File: src/rtl/trim_pkg.sv
package trim_pkg;

    typedef enum logic [1:0] {
        Q_IDLE    = 2'd0,
        Q_MEAS_LO = 2'd1,
        Q_MEAS_HI = 2'd2,
        Q_ABORT   = 2'd3
    } qual_state_e;

    // Cycles spanned by a duration in microseconds at a clock rate in Hz.
    function automatic int cycles_for_us(input int hz, input int us);
        return (hz / 1000) * us / 1000;
    endfunction

endpackage

File: src/rtl/trim_sync.sv
module trim_sync #(
    parameter int NBITS  = 2,
    parameter int STAGES = 2
) (
    input  logic             clk,
    input  logic             rst_n,
    input  logic [NBITS-1:0] async_i,
    output logic [NBITS-1:0] sync_o
);

    for (genvar b = 0; b < NBITS; b++) begin : g_bit
        logic [STAGES-1:0] chain_d, chain_q;

        always_comb begin
            chain_d = {chain_q[STAGES-2:0], async_i[b]};
        end

        always_ff @(posedge clk or negedge rst_n) begin
            if (!rst_n) chain_q <= '0;
            else        chain_q <= chain_d;
        end

        assign sync_o[b] = chain_q[STAGES-1];
    end

endmodule

File: src/rtl/trim_pulse_qual.sv
module trim_pulse_qual
    import trim_pkg::*;
#(
    parameter int CLK_HZ    = 10_000_000,
    parameter int ACCEPT_US = 200,
    parameter int REJECT_US = 20
) (
    input  logic clk,
    input  logic rst_n,
    input  logic flag_hi,
    input  logic flag_lo,
    output logic step_up,
    output logic step_dn
);

    localparam int ACCEPT_CYC = cycles_for_us(CLK_HZ, ACCEPT_US);
    localparam int REJECT_CYC = cycles_for_us(CLK_HZ, REJECT_US);
    localparam int CW         = $clog2(ACCEPT_CYC + 2);
    localparam logic [CW-1:0] W_SAT = CW'(ACCEPT_CYC + 1);

    typedef struct packed {
        qual_state_e    st;
        logic [CW-1:0]  w;
        logic           up;
        logic           dn;
    } qual_regs_t;

    qual_regs_t r_d, r_q;

    always_comb begin
        r_d    = r_q;
        r_d.up = 1'b0;
        r_d.dn = 1'b0;
        unique case (r_q.st)
            Q_IDLE: begin
                if (flag_hi && flag_lo) begin
                    r_d.st = Q_ABORT;
                end else if (flag_lo) begin
                    r_d.st = Q_MEAS_LO;
                    r_d.w  = CW'(1);
                end else if (flag_hi) begin
                    r_d.st = Q_MEAS_HI;
                    r_d.w  = CW'(1);
                end
            end
            Q_MEAS_LO: begin
                if (flag_hi && flag_lo) begin
                    r_d.st = Q_ABORT;
                    r_d.w  = '0;
                end else if (flag_lo) begin
                    if (r_q.w != W_SAT) r_d.w = r_q.w + 1'b1;
                end else begin
                    r_d.up = (r_q.w == W_SAT);
                    r_d.st = Q_IDLE;
                    r_d.w  = '0;
                end
            end
            Q_MEAS_HI: begin
                if (flag_hi && flag_lo) begin
                    r_d.st = Q_ABORT;
                    r_d.w  = '0;
                end else if (flag_hi) begin
                    if (r_q.w != W_SAT) r_d.w = r_q.w + 1'b1;
                end else begin
                    r_d.dn = (r_q.w == W_SAT);
                    r_d.st = Q_IDLE;
                    r_d.w  = '0;
                end
            end
            default: begin
                r_d.w = '0;
                if (!flag_hi && !flag_lo) r_d.st = Q_IDLE;
            end
        endcase
    end

    always_ff @(posedge clk or negedge rst_n) begin
        if (!rst_n) begin
            r_q.st <= Q_IDLE;
            r_q.w  <= '0;
            r_q.up <= 1'b0;
            r_q.dn <= 1'b0;
        end else begin
            r_q <= r_d;
        end
    end

    assign step_up = r_q.up;
    assign step_dn = r_q.dn;

    // width measurement saturates rather than wrapping
    p_width_sat_r10: assert property (@(posedge clk) disable iff (!rst_n)
        r_q.w <= W_SAT);

    // never both directions at once
    p_step_onehot_r2: assert property (@(posedge clk) disable iff (!rst_n)
        $onehot0({r_q.up, r_q.dn}));

    // a step only follows a width beyond the reject limit
    p_short_reject_r4: assert property (@(posedge clk) disable iff (!rst_n)
        (r_q.up || r_q.dn) |-> ($past(r_q.w) > CW'(REJECT_CYC)));

    // an aborted measurement produces no step
    p_abort_quiet_r11: assert property (@(posedge clk) disable iff (!rst_n)
        (r_q.st == Q_ABORT) |=> !(r_q.up || r_q.dn));

endmodule

File: src/rtl/trim_sat_counter.sv
module trim_sat_counter #(
    parameter int W = 7
) (
    input  logic         clk,
    input  logic         rst_n,
    input  logic [W-1:0] nv_data,
    input  logic         enable,
    input  logic         step_up,
    input  logic         step_dn,
    output logic [W-1:0] value,
    output logic         loaded
);

    localparam logic [W-1:0] VMAX = {W{1'b1}};
    localparam logic [W-1:0] VMIN = '0;

    typedef struct packed {
        logic [W-1:0] val;
        logic         loaded;
        logic         armed;
    } cnt_regs_t;

    cnt_regs_t c_d, c_q;

    always_comb begin
        c_d = c_q;
        if (!c_q.loaded) begin
            c_d.val    = nv_data;
            c_d.loaded = 1'b1;
        end else if (enable && (step_up || step_dn)) begin
            if (!c_q.armed) begin
                c_d.armed = 1'b1;
            end else if (step_up) begin
                if (c_q.val != VMAX) c_d.val = c_q.val + 1'b1;
            end else begin
                if (c_q.val != VMIN) c_d.val = c_q.val - 1'b1;
            end
        end
    end

    always_ff @(posedge clk or negedge rst_n) begin
        if (!rst_n) begin
            c_q.val    <= '0;
            c_q.loaded <= 1'b0;
            c_q.armed  <= 1'b0;
        end else begin
            c_q <= c_d;
        end
    end

    assign value  = c_q.val;
    assign loaded = c_q.loaded;

    // once loaded the setting moves by at most one per cycle
    p_single_step_r2: assert property (@(posedge clk) disable iff (!rst_n)
        (c_q.loaded && $past(c_q.loaded)) |->
            (({1'b0, c_q.val} == {1'b0, $past(c_q.val)}) ||
             ({1'b0, c_q.val} == {1'b0, $past(c_q.val)} + 1'b1) ||
             ({1'b0, c_q.val} + 1'b1 == {1'b0, $past(c_q.val)})));

    // no wrap from the top
    p_no_wrap_top_r6: assert property (@(posedge clk) disable iff (!rst_n)
        (c_q.loaded && c_q.val == VMAX) |=> (c_q.val != VMIN));

    // no wrap from the bottom
    p_no_wrap_bot_r7: assert property (@(posedge clk) disable iff (!rst_n)
        (c_q.loaded && c_q.val == VMIN) |=> (c_q.val != VMAX));

    // disabled means frozen
    p_hold_disabled_r8: assert property (@(posedge clk) disable iff (!rst_n)
        (c_q.loaded && !enable) |=> $stable(c_q.val));

    // before the discard is used up the setting cannot move
    p_first_discard_r5: assert property (@(posedge clk) disable iff (!rst_n)
        (c_q.loaded && !c_q.armed) |=> $stable(c_q.val));

    // loading completes one cycle after reset release
    p_load_once_r1: assert property (@(posedge clk) disable iff (!rst_n)
        !c_q.loaded |=> c_q.loaded);

endmodule

File: src/rtl/trim_store.sv
module trim_store #(
    parameter int W = 7
) (
    input  logic         clk,
    input  logic         rst_n,
    input  logic         prog,
    input  logic         loaded,
    input  logic [W-1:0] value,
    output logic         store_req,
    output logic [W-1:0] store_data
);

    typedef struct packed {
        logic         prog_prev;
        logic         req;
        logic [W-1:0] data;
    } st_regs_t;

    st_regs_t s_d, s_q;

    always_comb begin
        s_d           = s_q;
        s_d.prog_prev = prog;
        s_d.req       = prog && !s_q.prog_prev && loaded;
        if (s_d.req) s_d.data = value;
    end

    always_ff @(posedge clk or negedge rst_n) begin
        if (!rst_n) begin
            s_q.prog_prev <= 1'b0;
            s_q.req       <= 1'b0;
            s_q.data      <= '0;
        end else begin
            s_q <= s_d;
        end
    end

    assign store_req  = s_q.req;
    assign store_data = s_q.data;

    // one request per strobe
    p_store_single_r9: assert property (@(posedge clk) disable iff (!rst_n)
        s_q.req |=> !s_q.req);

    // request carries the setting of the strobe cycle
    p_store_data_r9: assert property (@(posedge clk) disable iff (!rst_n)
        s_q.req |-> (s_q.data == $past(value)));

endmodule

File: src/rtl/trim_ctrl_top.sv
module trim_ctrl_top #(
    parameter int CLK_HZ    = 10_000_000,
    parameter int ACCEPT_US = 200,
    parameter int REJECT_US = 20,
    parameter int W         = 7
) (
    input  logic         clk,
    input  logic         rst_n,
    input  logic         ctl_hi_raw,
    input  logic         ctl_lo_raw,
    input  logic         enable,
    input  logic         prog,
    input  logic [W-1:0] nv_data,
    output logic [W-1:0] setting,
    output logic         store_req,
    output logic [W-1:0] store_data
);

    logic [1:0]   flags_sync;
    logic         step_up, step_dn;
    logic         loaded;
    logic [W-1:0] value;

    trim_sync #(.NBITS(2), .STAGES(2)) u_sync (
        .clk     (clk),
        .rst_n   (rst_n),
        .async_i ({ctl_hi_raw, ctl_lo_raw}),
        .sync_o  (flags_sync)
    );

    trim_pulse_qual #(
        .CLK_HZ    (CLK_HZ),
        .ACCEPT_US (ACCEPT_US),
        .REJECT_US (REJECT_US)
    ) u_qual (
        .clk     (clk),
        .rst_n   (rst_n),
        .flag_hi (flags_sync[1]),
        .flag_lo (flags_sync[0]),
        .step_up (step_up),
        .step_dn (step_dn)
    );

    trim_sat_counter #(.W(W)) u_cnt (
        .clk     (clk),
        .rst_n   (rst_n),
        .nv_data (nv_data),
        .enable  (enable),
        .step_up (step_up),
        .step_dn (step_dn),
        .value   (value),
        .loaded  (loaded)
    );

    trim_store #(.W(W)) u_store (
        .clk        (clk),
        .rst_n      (rst_n),
        .prog       (prog),
        .loaded     (loaded),
        .value      (value),
        .store_req  (store_req),
        .store_data (store_data)
    );

    assign setting = value;

endmodule

File: config.mk
export PLATFORM = sky130hd
export DESIGN_NAME = trim_ctrl_top
export DESIGN_NICKNAME = d
export VERILOG_FILES = /design/src/rtl/trim_pkg.sv /design/src/rtl/trim_sync.sv /design/src/rtl/trim_pulse_qual.sv /design/src/rtl/trim_sat_counter.sv /design/src/rtl/trim_store.sv /design/src/rtl/trim_ctrl_top.sv
export SDC_FILE = /design/constraint.sdc
export NUM_CORES = 1
export LEC_CHECK = 0
export BUFFER_PORTS_ARGS = -buffer_cell sky130_fd_sc_hd__buf_2
export CORE_MARGIN = 2
export CORE_UTILIZATION = 25
export DETAILED_ROUTE_END_ITERATION = 12
export PLACE_DENSITY = 0.43
export SYNTH_ARGS = -nofsm -noshare
export SYNTH_HDL_FRONTEND = slang
export SYNTH_HIERARCHICAL = 1
export SYNTH_SLANG_ARGS = --single-unit
File: constraint.sdc
create_clock -name clk -period 1.9 [get_ports clk]
set_input_delay 0.38 -clock clk [delete_from_list [all_inputs] [get_ports clk]]
set_output_delay 0.38 -clock clk [all_outputs]
set_load 0.01 [all_outputs]
# Word-level counts from Yosys, hierarchy flattened
# Index checks and enable logic that the tools add are counted.
# op_classes
add_sub_neg,3
eq_ne,14
mux,25
n_reduce_logical,16
# ops
operator,count
two-way mux 13 bit,4
two-way mux 11 bit,4
two-way mux 7 bit,6
one-hot mux 13 bit (3 select lines),1
"adder 11 x 1 -> 11 bit, second input constant",1
"== test 11 bit, second input constant",1
"!= test 11 bit, second input constant",1
"!= test 3 bit, second input constant",3
two-way mux 2 bit,4
AND reduction 4 bit,2
"adder 7 x 1 -> 7 bit, second input constant",1
"!= test 7 bit, second input constant",1
nonzero test 7 bit,1
"subtractor 7 x 1 -> 7 bit, second input constant",1
two-way mux 1 bit,6
"!= test 2 bit, second input constant",3
"!= test 3 x 2 -> 1 bit, second input constant",2
logical AND 1 bit,5
"!= test 4 x 3 -> 1 bit, second input constant",1
AND reduction 2 bit,2
nonzero test 4 bit,1
logical NOT 1 bit,3
"== test 2 x 1 -> 1 bit, second input constant",1
"== test 2 bit, second input constant",1
other kinds (2),2
# totals
reg_bits,37
word_cells,70

# Depth between registers and ports, before layout
# Gate-level depths: netlist of the first run.
# depth
word_depth,6
depth_mapped,7
ltp_nobuf,7

# By module
# The synthesis of the first run kept the hierarchy.
# by_module_without_submodules
mod,instances,cells_per_inst,area_per_inst_um2,seq_area_each_um2
trim_pulse_qual,1,89,823.3,375.4
trim_sat_counter,1,79,730.7,225.2
trim_store,1,25,380.4,225.2
trim_sync,1,6,115.1,100.1

# Least setup slack after synthesis of the first run
# No wires, ideal clock.
# synth_path
path_kind,register to register
startpoint,"register u_qual.r_q, in the netlist u_qual/step_up"
endpoint,"register u_cnt.c_q, in the netlist u_cnt/value[6]"
arrival_time_ns,1.824
slack_ns,-0.048
stages_incl_launch_ff,8
n_path_buf,0
period_less_slack_ns,1.948
cell_sequence,dfrtp_1 > inv_1 > fa_1 > a211oi_1 > nor4_1 > nand4b_1 > mux2i_1 > a211o_1
# synth_between
elab_chain_cells,4
word_cells_on_any_way,10
# synth_rtl
item,line,rtl
from (decl),trim_pulse_qual.sv:28,"qual_regs_t r_d, r_q;"
from (signal assigned),trim_pulse_qual.sv:84,r_q <= r_d;
two-way mux 7 bit or logical OR 1 bit (tied branches),"trim_sat_counter.sv:33, trim_sat_counter.sv:30",
two-way mux 7 bit or logical AND 1 bit (tied branches),"trim_sat_counter.sv:31, trim_sat_counter.sv:30",
two-way mux 7 bit or != test 2 bit (tied branches),--,
two-way mux 7 bit or AND reduction 4 bit (tied branches),--,
to (decl),trim_sat_counter.sv:23,"cnt_regs_t c_d, c_q;"
# Parallel ways exist; a longest one is shown, timed or not. The select of a mux whose other input is x is not followed.
# A chain may end at the register's enable or synchronous reset.

# Final worst setup path of the first run
# layout_path
startpoint,"register u_cnt.c_q, in the netlist u_cnt/value[0]"
endpoint,"register u_cnt.c_q, in the netlist u_cnt/value[6]"
# layout_between
elab_chain_cells,6
word_cells_on_any_way,13
# layout_rtl
item,line,rtl
subtractor 7 x 1 -> 7 bit or adder 7 x 1 -> 7 bit (tied branches),"trim_sat_counter.sv:36, trim_sat_counter.sv:34",
two-way mux 7 bit (on tied branches),"trim_sat_counter.sv:36, trim_sat_counter.sv:34",
two-way mux 7 bit,trim_sat_counter.sv:33,end else if (step_up) begin
two-way mux 7 bit,trim_sat_counter.sv:31,if (!c_q.armed) begin
two-way mux 7 bit,trim_sat_counter.sv:30,end else if (enable && (step_up || step_dn)) begin
two-way mux 7 bit,trim_sat_counter.sv:27,if (!c_q.loaded) begin
# Parallel ways exist; a longest one is shown, timed or not. The select of a mux whose other input is x is not followed.

==> impl_results.rst, run 1 <==
.. list-table::
   :header-rows: 1

   * - Metric
     - Value
   * - Switching share of total power
     - between 20% and 30%
   * - FF+latch count, synth
     - 37
   * - Worst IR drop on VDD
     - 203 uV
   * - Net count of the finished layout
     - roughly 250
   * - Ranking of synthesized cells by instance count
     - 37 x dfrtp_1, 16 x buf_4, 15 x a21oi_1
   * - Min cycle time layout
     - 1900 ps
   * - Overall Global Routing Usage
     - a little over a tenth
   * - Share of total power in combinational logic
     - about a fifth
   * - Final worst-path setup slack
     - 3.14 ps
   * - Most common cell in the synthesized netlist
     - dfrtp_1
   * - Remaining number of nets flagged by the antenna check after routing
     - 0
   * - Seq pwr share
     - 49.8%
   * - Max stage delay on crit path
     - between 400 and 500 ps
   * - DRC violation count after routing
     - 0
   * - Number of antenna repair diodes
     - 0
   * - # setup viols final
     - 0
   * - Clock share of power
     - a little under a third
   * - Sink count of the clock tree
     - 37
   * - Synthesized Nets
     - 220
   * - Fin. max-slew vios
     - 0
   * - Total core area
     - 0.00809 sq mm
   * - Arrival @ worst endpoint
     - between 2000 and 2500 ps
   * - Global route overflow
     - 0
   * - Via count
     - 1529
   * - Top flip-flop cell by instance count after synthesis
     - dfrtp_1
   * - Clock insertion delay at the later pin of the skew report
     - slightly below 300 ps
   * - Dominant cell type by area after synthesis
     - dfrtp_1
   * - Htree depth
     - 2
   * - Final setup skew
     - 7.77 ps
   * - Part of the cycle the worst path needs
     - roughly 100%
   * - Number of hold-repair buffers added at the cts stage
     - 0
   * - Dpl ws
     - -17.0 ps
   * - Via count of the first global-routing pass
     - 1460
   * - Setup repair after global routing missed its margin
     - yes
   * - Yosys warns
     - 6
   * - CTS clk-pin slew, worst paths
     - 70 ps
   * - Netlist Area Pre-Place
     - a little over 0.002 sq mm
   * - Synth top area share
     - 45.2%
   * - Fraction of final layout cells sized beyond drive strength 1
     - between 20% and 30%
   * - Clock tree from TritonCTS
     - yes
   * - Layout Cells excl Fill
     - 333
   * - Full die area
     - 0.00894 sq mm
   * - Worst-path cell chain
     - fa_2, a211oi_2, nor4_2, nand4b_1, mux2i_1, a211o_1
   * - Class of the most critical hold timing path
     - input pin to async pin
   * - Element type at the critical path start
     - flop
   * - Routed WL
     - between 4 and 5 mm
   * - Initial Utilization
     - between 20% and 30%
   * - Count of final hold-check violations
     - 0
   * - Number of fill cells
     - 874
   * - Sort of element at the end of the critical path
     - flop
   * - LEAKAGE
     - approximately 0.0011 uW
   * - Netlist cell types
     - 45
   * - Most area-consuming cells after synthesis
     - dfrtp_1 45%, buf_4 5.9%, ha_1 4.3%
   * - PD cells
     - ~750 mW/mm^2
   * - Worst hold margin
     - ~130 ps
   * - Post-synthesis sequential area ratio
     - ~45%
   * - Master cell of the clock root buffer
     - clkbuf_8
   * - Number of design-rule violations left by the first detailed-router iteration
     - 33
   * - Die outline width
     - ~95 um
   * - Number of antenna violations at the first check in global routing
     - 0
   * - DRT Pass-1 Iters
     - 4
   * - Routability congestion estimate from global placement
     - 0.787
   * - Post-synth EDFFs
     - 0
   * - HPWL after DPL
     - 3.11 mm
   * - Number of cell rows
     - 33
   * - Routed length per placed instance
     - between 10 and 15 um
   * - Avg Inst Size Synth
     - 10.3 sq um
   * - CP Class
     - flop to flop
   * - P&R area growth vs syn
     - 19.0%
   * - Die extent in y
     - about 95 um
   * - Reported max-cap violation count
     - 0
   * - Global-route wire length before repair
     - 7.32 mm
   * - Async set-or-reset flop fraction in the synthesized netlist
     - 100%
   * - Required arrival time at the worst endpoint
     - 2080 ps
   * - Largest net degree at the start of global routing
     - 38
   * - CTS Buf Count
     - 5
   * - Slowest cell on the critical path
     - dfrtp_1
   * - I/O pin count
     - 28
   * - Switching Power
     - 514 uW
   * - Max Clk Rate
     - around 530 MHz
   * - Instance count of the mapped netlist
     - between 150 and 200
   * - Outcome
     - finished clean
   * - Port Buffer Count
     - 27
   * - Clock Tree Buf Depth
     - 2
   * - Worst-path fanout max
     - 3
   * - Number of cells after detailed placement
     - 324
   * - Int Pwr
     - roughly 1300 uW
   * - Pwr Total
     - between 1500 and 2000 uW
   * - Number of vias per cell
     - 4.59
placed cells by master (no fill, tap or decap), types with 3 or more instances in the layout:
cell type  count
a31oi_1        3
buf_4         15
buf_2         27
nand4b_1       3
nand3_1        5
a21o_1         5
o21ai_1        3
mux2i_1        5
nand4_1        3
dfrtp_1       37
nor3b_1        3
xnor2_1        5
nor3_1         4
o21ai_0        9
mux2_2         7
nand2_1       11
a21oi_1       15
clkbuf_8       6
inv_1          5
and3_1         5
ha_4           3
xor2_1         3
ha_1           4
nor2_1         8
nor2b_1        3
and2_1         3
final cells by class:
| cell class | count | area (sq um) | area share, % |
|---|---|---|---|
| Inverter | 6 | 25.0 | 1.03 |
| Sequential cell | 37 | 926 | 37.9 |
| Multi-Input combinational cell | 136 | 1020 | 41.9 |
| Clock buffer | 7 | 86.3 | 3.54 |
| Timing Repair Buffer | 42 | 248 | 10.2 |
| Tap cell | 105 | 131 | 5.38 |
critical path, delay by kind of cell, from the launching register on:
kind,cells,cell delay [ps]
DFF,1,430
adders and majority gates,1,430
muxes,1,140
and+or+nand+nor,2,280
AOI/OAI and AO/OA,2,510
state kept, by name, indices dropped and copies added, names as in the netlist:
name and cells:
u_cnt/loaded 1, u_store/s_q 1, u_qual/step_up 1, u_sync/g_bit.chain_q 4, u_store/store_req 1, u_store/store_data 7, u_cnt/value 7, u_qual/r_q 13
u_cnt/c_q 1, u_qual/step_dn 1
path summary, 6_finish.rpt:
path,start,to,slack (ps),depth (start not counted)
max,u_cnt/value[0],u_cnt/value[6],3,6
min,rst_n,u_store/store_data[6],130,2
max reg2reg,u_cnt/value[0],u_cnt/value[6],3,6
min reg2reg,u_sync/g_bit[1].chain_q[0],u_sync/g_bit[1].chain_q[1],350,0
max in group asynchronous,rst_n,u_sync/g_bit[1].chain_q[1],1430,2
min in group clk,ctl_lo_raw,u_sync/g_bit[0].chain_q[0],200,1
power by group through the flow:
stage / logic (uW) / registers [uW] / clock network [uW]
6_report: 357 / 914 / 563
5_1_grt: 402 / 927 / 624
4_1_cts: 348 / 913 / 601
3_5_place_dp: 346 / 929 / 0
3_3_place_gp: 343 / 926 / 0
2_1_floorplan: 283 / 911 / 0
layer usage:
metal  track usage (%)  up-vias  wire [um]
li1                  -      757          -
met1              13.2      724       2050
met2              17.7       43       2130
met3              3.19        5        225
met4              4.71        0         78
met5                 0        -          0
through the flow:
step / cell area (sq um) / utilization, % / setup TNS [ps]
4_1_cts: 2370 / 29.3 / 0
3_5_place_dp: 2280 / 28.2 / -17.0
2_1_floorplan: 2060 / - / 0
3_3_place_gp: 2280 / 28.2 / 0
6_report: 2440 / 30.1 / 0
5_1_grt: 2440 / 30.1 / -119
logic make-up after synthesis:
logic type      Yosys count  synth area share, %
compound gates           48                 14.9
xor+xnor                  8                 3.42
fa+ha+maj                 8                 5.25
buf+inv                  26                 7.75
flops                    37                 45.2
mux                      12                 6.29
other cells               1                0.183
simple gates             59                 17.0
timing repair:
item / 4_1_cts / 5_1_grt
endpoints found under the setup margin: 2 / 4
setup buffers: 0 / 2
endpoints found under the hold margin: 0 / 0
resized for setup: 1 / 6
pin swaps: 0 / 3
No activity file was read; power rests on OpenSTA's default activity.
==> inputs of run 2 (changes only) <==
Settings changed: SETUP_SLACK_MARGIN set to 0.15.
==> run 2 against run 1 <==
Non-clock buffer count down 1; worst setup slack improved by 75 ps; core utilization barely moved; wire length decreased by 3.4%; critical endpoint is now u_cnt/value[5]; clock power is 3% lower; first-iteration DRC count up 79%; critical path depth increased by 1; via count shrank 1.4%; global-route usage decreased by 0.43 points.
==> impl_results.rst, run 2 (same netlist as run 1, synthesis figures left out) <==
.. list-table::
   :header-rows: 1

   * - Metric
     - Value
   * - Via count of the first global-routing pass
     - around 1500
   * - Flip-flop count of the largest register, all copies and words added
     - 13
   * - Clock tree from TritonCTS
     - yes
   * - HPWL after DPL
     - around 3.1 mm
   * - Worst-path fanout max
     - 7
   * - Min cycle time layout
     - 1820 ps
   * - Number of antenna repair diodes
     - 0
   * - Routed WL
     - between 4 and 5 mm
   * - Reported max-cap violation count
     - 0
   * - Number of hold-repair buffers added at the cts stage
     - 0
   * - Global route overflow
     - 0
   * - Setup total negative slack
     - 0 ps
   * - Biggest register
     - u_qual/r_q
   * - Master cell of the clock root buffer
     - clkbuf_8
   * - P&R area growth vs syn
     - 19.2%
   * - Number of vias per cell
     - 4.53
   * - Arrival @ worst endpoint
     - around 2000 ps
   * - Largest net degree at the start of global routing
     - 38
   * - Slowest cell on the critical path
     - dfrtp_1
   * - DRC violation count after routing
     - 0
   * - # setup viols final
     - 0
   * - Fin. max-slew vios
     - 0
   * - Worst-case reg-to-reg path depth
     - 7
   * - I/O pin count
     - 28
   * - Class of the most critical hold timing path
     - input pin to async pin
   * - CTS Buf Count
     - 5
   * - Full die area
     - ~0.009 sq mm
   * - CP Class
     - flop to flop
   * - Via count
     - 1507
   * - CTS clk-pin slew, worst paths
     - 80 ps
   * - FF-to-FF End
     - u_cnt/value[5]
   * - Worst Path Buf+Inv
     - 1
   * - Max Clk Rate
     - 549 MHz
   * - Routed length per placed instance
     - 13.0 um
   * - Clock insertion delay at the later pin of the skew report
     - around 290 ps
   * - Port Buffer Count
     - 27
   * - Reg-to-reg critical path startpoint
     - u_qual/step_up
   * - Total core area
     - approximately 0.008 sq mm
   * - Commonest non-fill, non-tap cells in the layout
     - 37 x dfrtp_1, 27 x buf_2, 14 x buf_4
   * - Max stage delay on crit path
     - 410 ps
   * - LEAKAGE
     - between 0.001 and 0.0015 uW
   * - Global-route wire length before repair
     - 7.19 mm
   * - Number of design-rule violations left by the first detailed-router iteration
     - 59
   * - Part of the cycle the worst path needs
     - around 96%
   * - Element type at the critical path start
     - flop
   * - Remaining number of nets flagged by the antenna check after routing
     - 0
   * - Initial Utilization
     - about a quarter
   * - Clock Tree Buf Depth
     - 2
   * - Die outline width
     - 94.5 um
   * - Number of cell rows
     - 33
   * - DRT Pass-1 Iters
     - 4
   * - Count of final hold-check violations
     - 0
   * - Overall Global Routing Usage
     - 10.4%
   * - Worst reg2reg setup slack
     - 80 ps
   * - Required arrival time at the worst endpoint
     - ~2100 ps
   * - Net count of the finished layout
     - roughly 250
   * - Die extent in y
     - 94.5 um
   * - Crit path max-delay family
     - compound AO/OA/AOI/OAI gates
   * - Most common cell after layout, fill and taps aside
     - dfrtp_1
   * - PD cells
     - 746 mW/mm^2
   * - Outcome
     - finished clean
   * - Number of fill cells
     - approximately 860
   * - Number of antenna violations at the first check in global routing
     - 0
   * - Final setup skew
     - 8.30 ps
   * - Htree depth
     - 2
   * - Setup repair after global routing missed its margin
     - yes
   * - Sort of element at the end of the critical path
     - flop
   * - Worst IR drop on VDD
     - 267 uV
   * - Routability congestion estimate from global placement
     - roughly 0.8
   * - Worst-path cell chain
     - inv_4, ha_4, and2_1, a311o_1, a21oi_2, xnor2_1, o31ai_1
   * - Fraction of final layout cells sized beyond drive strength 1
     - just over 30%
   * - Sink count of the clock tree
     - 37
   * - Worst hold margin
     - around 130 ps
run 2: worst max path at each step:
stage                    from             end  cells after the start
3_5_place_dp   u_qual/step_up  u_cnt/value[5]                      7
2_1_floorplan  u_qual/step_up  u_cnt/value[6]                      7
4_1_cts        u_qual/step_up  u_cnt/value[5]                      7
5_1_grt        u_qual/step_up  u_cnt/value[6]                      7
6_report       u_qual/step_up  u_cnt/value[5]                      7
3_3_place_gp   u_qual/step_up  u_cnt/value[5]                      7
run 2: metrics by stage:
step / utilization (%) / setup WS [ps] / cell area [sq um] / std cells / power, uW
2_1_floorplan: - / 87.4 / 2070 / 199 / 1200
3_3_place_gp: 28.2 / 68.2 / 2280 / 322 / 1280
3_5_place_dp: 28.2 / 37.2 / 2280 / 322 / 1280
4_1_cts: 29.5 / 78.4 / 2390 / 332 / 1840
5_1_grt: 30.2 / -11.0 / 2440 / 333 / 1950
6_report: 30.2 / 78.3 / 2440 / 333 / 1820
run 2: what timing repair did:
action | 4_1_cts | 5_1_grt
endpoints found under the setup margin | 7 | 11
pin swaps | 0 | 8
resized for setup | 1 | 8
buffers inserted | 2 | 1
run 2: cell type report:
class	count	area [sq um]	area share, %
timing repair buffer	41	240	9.84
tap	105	131	5.38
sequential	37	926	37.9
clock inverter	3	17.5	0.717
inverter	6	25.0	1.02
clock buffer	5	68.8	2.82
multi-input combinational	136	1030	42.3
run 2: layer usage:
metal / global-route usage [%] / up-vias / wire, um
met3: 2.39 / 2 / 206
met1: 13.7 / 716 / 2060
met4: 3.26 / 0 / 37
met2: 16.8 / 31 / 2030
li1: - / 758 / -
met5: 0 / - / 0
run 2: power by group:
| group | internal, uW | switching (uW) | total [uW] |
|---|---|---|---|
| clock network | 253 | 295 | 548 |
| registers | 853 | 54.5 | 907 |
| logic | 180 | 186 | 366 |
| total | 1290 | 535 | 1820 |
